===== config.mk =====
export PLATFORM = sky130hd
export DESIGN_NAME = sdram_burst_colgen
export DESIGN_NICKNAME = d
export VERILOG_FILES = /design/src/rtl/colgen_pkg.sv /design/src/rtl/colgen_ctrl.sv /design/src/rtl/colgen_datapath.sv /design/src/rtl/sdram_burst_colgen.sv
export SDC_FILE = /design/constraint.sdc
export NUM_CORES = 1
export LEC_CHECK = 0
export BUFFER_PORTS_ARGS = -buffer_cell sky130_fd_sc_hd__buf_2
export CAP_MARGIN = 0
export CORE_MARGIN = 10
export CORE_UTILIZATION = 38
export DETAILED_ROUTE_END_ITERATION = 8
export PLACE_DENSITY_LB_ADDON = 0.05
export SLEW_MARGIN = 30
export SYNTH_ARGS = -nofsm -noshare
export SYNTH_HDL_FRONTEND = slang
export SYNTH_SLANG_ARGS = --single-unit
export TNS_END_PERCENT = 30

===== constraint.sdc =====
create_clock -name clk -period 2.5 [get_ports clk]
set_clock_uncertainty 0.2 [all_clocks]
set_input_delay 0.125 -clock clk [delete_from_list [all_inputs] [get_ports clk]]
set_output_delay 0.125 -clock clk [all_outputs]
set_load 0.05 [all_outputs]

===== src/rtl/colgen_pkg.sv =====
package colgen_pkg;
  localparam int BEAT_W = 3;

  typedef enum logic {
    BURST_LIN = 1'b0,
    BURST_ILV = 1'b1
  } burst_e;

  typedef struct packed {
    logic              load;
    logic              active;
    logic [BEAT_W-1:0] beat;
    logic [BEAT_W-1:0] mask;
  } colgen_ctrl_t;

  function automatic logic [BEAT_W-1:0] lenMask(input logic [1:0] code);
    logic [BEAT_W:0] one;
    one = 1;
    return BEAT_W'((one << code) - 1);
  endfunction
endpackage


===== src/rtl/colgen_ctrl.sv =====
module colgen_ctrl
  import colgen_pkg::*;
(
  input  logic         clk,
  input  logic         rstN,
  input  logic         start,
  input  logic [1:0]   blCode,
  input  logic         clkEn,
  input  logic         terminate,
  output colgen_ctrl_t ctrl,
  output logic         valid,
  output logic         last
);
  logic              validQ;
  logic [BEAT_W-1:0] beatQ;
  logic [BEAT_W-1:0] maskQ;
  logic              accept;
  logic              atEnd;

  assign accept = start && clkEn;
  assign atEnd  = (beatQ == maskQ);

  always_ff @(posedge clk or negedge rstN) begin
    if (!rstN) begin
      validQ <= 1'b0;
      beatQ  <= '0;
      maskQ  <= '0;
    end else if (accept) begin
      validQ <= 1'b1;
      beatQ  <= '0;
      maskQ  <= lenMask(blCode);
    end else if (terminate) begin
      validQ <= 1'b0;
    end else if (clkEn && validQ) begin
      if (atEnd) validQ <= 1'b0;
      else       beatQ  <= beatQ + 1'b1;
    end
  end

  always_comb begin
    ctrl.load   = accept;
    ctrl.active = validQ;
    ctrl.beat   = beatQ;
    ctrl.mask   = maskQ;
  end

  assign valid = validQ;
  assign last  = validQ && atEnd;
endmodule


===== src/rtl/colgen_datapath.sv =====
module colgen_datapath
  import colgen_pkg::*;
#(
  parameter int COL_W = 9
) (
  input  logic             clk,
  input  logic             rstN,
  input  logic [COL_W-1:0] startCol,
  input  logic             burstType,
  input  colgen_ctrl_t     ctrl,
  output logic [COL_W-1:0] col
);
  localparam int UP_W = COL_W - BEAT_W;

  logic [COL_W-1:0]  baseQ;
  burst_e            modeQ;
  logic [BEAT_W-1:0] lowBase;
  logic [BEAT_W-1:0] linLow;
  logic [BEAT_W-1:0] ilvLow;
  logic [BEAT_W-1:0] pick;
  logic [BEAT_W-1:0] mixed;

  always_ff @(posedge clk or negedge rstN) begin
    if (!rstN) begin
      baseQ <= '0;
      modeQ <= BURST_LIN;
    end else if (ctrl.load) begin
      baseQ <= startCol;
      modeQ <= burst_e'(burstType);
    end
  end

  always_comb begin
    lowBase = baseQ[BEAT_W-1:0];
    linLow  = lowBase + ctrl.beat;
    ilvLow  = lowBase ^ ctrl.beat;
    pick    = (modeQ == BURST_ILV) ? ilvLow : linLow;
    mixed   = (lowBase & ~ctrl.mask) | (pick & ctrl.mask);
  end

  generate
    if (UP_W > 0) begin : g_upper
      assign col = ctrl.active ? {baseQ[COL_W-1:BEAT_W], mixed} : '0;
    end else begin : g_flat
      assign col = ctrl.active ? mixed[COL_W-1:0] : '0;
    end
  endgenerate
endmodule


===== src/rtl/sdram_burst_colgen.sv =====
module sdram_burst_colgen
  import colgen_pkg::*;
#(
  parameter int COL_W = 9
) (
  input  logic             clk,
  input  logic             rstN,
  input  logic             start,
  input  logic [COL_W-1:0] startCol,
  input  logic [1:0]       blCode,
  input  logic             burstType,
  input  logic             clkEn,
  input  logic             terminate,
  output logic [COL_W-1:0] col,
  output logic             valid,
  output logic             last
);
  colgen_ctrl_t ctrl;

  colgen_ctrl u_ctrl (
    .clk(clk), .rstN(rstN), .start(start), .blCode(blCode),
    .clkEn(clkEn), .terminate(terminate), .ctrl(ctrl),
    .valid(valid), .last(last)
  );

  colgen_datapath #(.COL_W(COL_W)) u_dp (
    .clk(clk), .rstN(rstN), .startCol(startCol), .burstType(burstType),
    .ctrl(ctrl), .col(col)
  );
endmodule


==> impl_metrics.toml <==
[global_route]
grt_max_degree = 18
grt_first_pass_wirelength_mm = 3.77
m3_gr_usage_pct = 4.67
grt.overflow.total = 0
groute.layer.met2.usage_pct = 17.2
grt_antenna_before_repair = 0
grt_busiest_layer = "met2"
grt_usage_pct = 10.4
met1_resource_use_gr_pct = 12.0
first_global_vias = 805

[logic_synthesis]
syn-cell-area_um2 = 912
number_of_standard_cells_after_synthesis = 81
asyncSetResetFlopFracSynth_pct = 100
area_fraction_in_compound_gates_after_synthesis_pct = 7.96
ys_top_cells_by_area = "sky130_fd_sc_hd__dfrtp_1 47%, sky130_fd_sc_hd__mux2_2 14%, sky130_fd_sc_hd__nand2_1 4.9%, sky130_fd_sc_hd__and2_1 4.8%, sky130_fd_sc_hd__xnor2_1 4.8%"
yosys.cell_types.count = 23
synth_mux_area_share_pct = 16.9
ys.flop_type = "sky130_fd_sc_hd__dfrtp_1"
synthesis.area_per_instance_um2 = 11.3
synth_fa_ha_area_share_pct = 6.31
dominant_combinational_cell_family_by_area_after_synthesis = "multiplexers"
synth_simple_gate_area_share_pct = 15.6
synth_xor_area_share_pct = 4.80
synthesized_netlist_net_count = 102
ys_ff_latch = 17
synth_enable_flop_cells = 0
yosysSeqAreaShare_pct = 46.6
synth.largest_area_cell = "sky130_fd_sc_hd__dfrtp_1"
synth_top_area_share_pct = 46.6
synth-warning-count = 0

[power_and_ir_drop]
powerDensity_nw_per_um2 = 638
share_comb_of_total_power_pct = 37.8
leakage_nw = 0.622
power.clock.fraction_pct = 18.4
seqPwrFrac_pct = 43.8
switching_share_pct = 38.9
p_int_mw = 0.508
power_switching_mw = 0.323
irDropWorstVdd_uv = 491

[finish]
layout.cells.non_filler = 158
nNetsFinal = 152
area_growth_synth_to_finish_pct = 42.9
final_layout_size_suffix_gt1_share_pct = 33.8
diodes = 0

[setup_path]
worst-endpoint-required_ps = 2170
arrival_ps = 2060
crit_path_cell_trace = "ha_1, fa_1, nand2b_1, xnor2_1, nand2_1, mux2i_1, buf_2"
crit_path_start_kind = "flop"
end_kind = "primary output"
critPathMaxFanout = 4
worst-setup-path-type = "reg2out"
critical_path.slowest_cell = "sky130_fd_sc_hd__dfrtp_1"
critical_path.max_stage_delay_ps = 450

[placement]
routabilityCongestion = 0.733
io_buffer_count = 27
dp_hpwl_mm = 1.51
dpl.cell_count = 133

[cts]
number_of_clock_sinks_seen_by_cts = 17
ctsHtreeMaxLevel = 1
cts_tree = "yes"
cts_root_buffer = "sky130_fd_sc_hd__clkbuf_4"
cts_resized = 0
cts_made_buffers = 3
later_pin_clock_latency_in_the_skew_report_ps = 290
clk_pin_slew_worst_paths_ps = 100
cts_buffer_depth = 2
postCtsSetupBuffers = 0

[hold_path]
min-delay-path-class = "in2async"

[die]
dieArea_um2 = 4760
floorplan.rows = 17
fp.dieW_um = 69.0
die_h_um = 69.0
initial_utilization_pct = 40.5
num_io_pins = 28
design.core.area_um2 = 2250

[sta]
timing_max_transition_violations_final = 0
rsz_0062_raised_after_global_routing = "no"
timing.final.hold_violations = 0
period_share_pct = 95.3
slew-limit-headroom_pct = 55.4
worst_slew_pin_tran_ps = 670
finalSetupViolations = 0
period_minus_slack_ps = 2380
setup-tns-final_ps = 0
fmaxAchievable_mhz = 420

[route]
post_detailed_route_count_of_antenna_violating_nets = 0
wirelength_mm = 2.27
dr.pass1.iters = 4
detailedRoute.firstIterationViolations = 17
avgViaCountPerCell = 4.78
routed-via-count = 755
post_drt_wl_per_cell_um = 14.3
drc = 0

[outcome]
status = "complete, no violations"

[job]
max_cap_violations = 0
cell families after synthesis:
group                      Yosys count
and+or+nand+nor                     28
DFF                                 17
muxes                               14
AOI/OAI and AO/OA                   10
xor gates and xnor gates             5
adders and majority gates            4
buffers and inverters                3
per-layer routing:
metal | vias up | routed length [um]
met5 | - | 0
met4 | 0 | 14
met2 | 17 | 1140
met3 | 2 | 158
met1 | 360 | 955
li1 | 376 | -
what timing repair did:
action / 4_1_cts / 5_1_grt
hold buffers: 21 / 0
setup endpoints to repair: 0 / 0
endpoints found under the hold margin: 32 / 0
placed cells by master (no fill, tap or decap), drive strengths merged:
cell type,netlist,routed
buf,2,27
dlygate4sd3,0,21
dfrtp,17,17
nand2,12,12
mux2,11,11
and2,7,7
xnor2,5,5
o21ai,4,4
mux2i,3,3
ha,3,3
clkbuf,1,3
nand2b,2,2
nor2,2,2
nor2b,2,2
nand3b,2,2
a31oi,2,2
o211a,1,1
a21bo,1,1
a21oi,1,1
o2111ai,1,1
nand4,1,1
fa,1,1
clkinv,0,1
synthesized netlist by cell type, types with 2 or more instances:
master,n
sky130_fd_sc_hd__ha_1,3
sky130_fd_sc_hd__nand2_1,12
sky130_fd_sc_hd__nor2_1,2
sky130_fd_sc_hd__nand3b_1,2
sky130_fd_sc_hd__mux2_2,11
sky130_fd_sc_hd__and2_1,7
sky130_fd_sc_hd__mux2i_1,3
sky130_fd_sc_hd__nand2b_1,2
sky130_fd_sc_hd__xnor2_1,5
sky130_fd_sc_hd__o21ai_0,4
sky130_fd_sc_hd__nor2b_1,2
sky130_fd_sc_hd__dfrtp_1,17
cell type report:
type / count / area [um2]
Timing Repair Buffer: 48 / 345
Tap cell: 28 / 35.0
Clock buffer: 3 / 22.5
Fill cell: 212 / 951
Clock inverter: 1 / 5.00
Multi-Input combinational cell: 61 / 470
Sequential cell: 17 / 425
state kept, by name, summed over array words and instances (netlist names):
register and flops:
u_dp.modeQ 1, u_dp.baseQ 9, u_ctrl.beatQ 3, u_ctrl.maskQ 3, u_ctrl.valid 1
path summary, 6_finish.rpt:
check                      slack, ps  cells past startpoint                           to                        start
hold / removal                    80                      2     u_ctrl.valid$_DFFE_PN0P_                         rstN
setup reg to reg                 440                      5  u_ctrl.beatQ[1]$_DFFE_PN0P_  u_ctrl.beatQ[0]$_DFFE_PN0P_
max in group asynchronous       1740                      2    u_dp.baseQ[0]$_DFFE_PN0P_                         rstN
setup / recovery                 120                      7                       col[2]  u_ctrl.beatQ[0]$_DFFE_PN0P_
min in group clk                 150                      5  u_ctrl.beatQ[2]$_DFFE_PN0P_                        clkEn
hold reg to reg                  310                      1    u_dp.baseQ[7]$_DFFE_PN0P_    u_dp.baseQ[7]$_DFFE_PN0P_
per-stage QoR:
stage / hold slack [ps] / utilization, % / power [mW] / cell area (um2) / setup slack, ps
after floorplan: -371 / - / 0.581 / 912 / 127
after global placement: -122 / 47.3 / 0.651 / 1070 / 481
after detailed placement: -122 / 47.3 / 0.657 / 1070 / 444
after CTS: 83.7 / 57.8 / 0.838 / 1300 / 99.4
after global routing: 93.5 / 57.8 / 0.890 / 1300 / 21.5
final: 76.6 / 57.8 / 0.832 / 1300 / 117
critical path: cells and delay by family, from the launching register on:
| kind | cells | cell delay (ps) |
|---|---|---|
| DFF | 1 | 450 |
| buffers and inverters | 1 | 280 |
| xor gates and xnor gates | 1 | 120 |
| adders and majority gates | 2 | 590 |
| muxes | 1 | 140 |
| and+or+nand+nor | 2 | 190 |
power by group through the flow:
stage	Clock [mW]	Combinational (mW)	Sequential, mW
after floorplan	0	0.219	0.361
after global placement	0	0.282	0.369
after detailed placement	0	0.286	0.371
after CTS	0.157	0.316	0.366
after global routing	0.171	0.345	0.374
final	0.153	0.315	0.364
(Power assumes the default switching activity.)
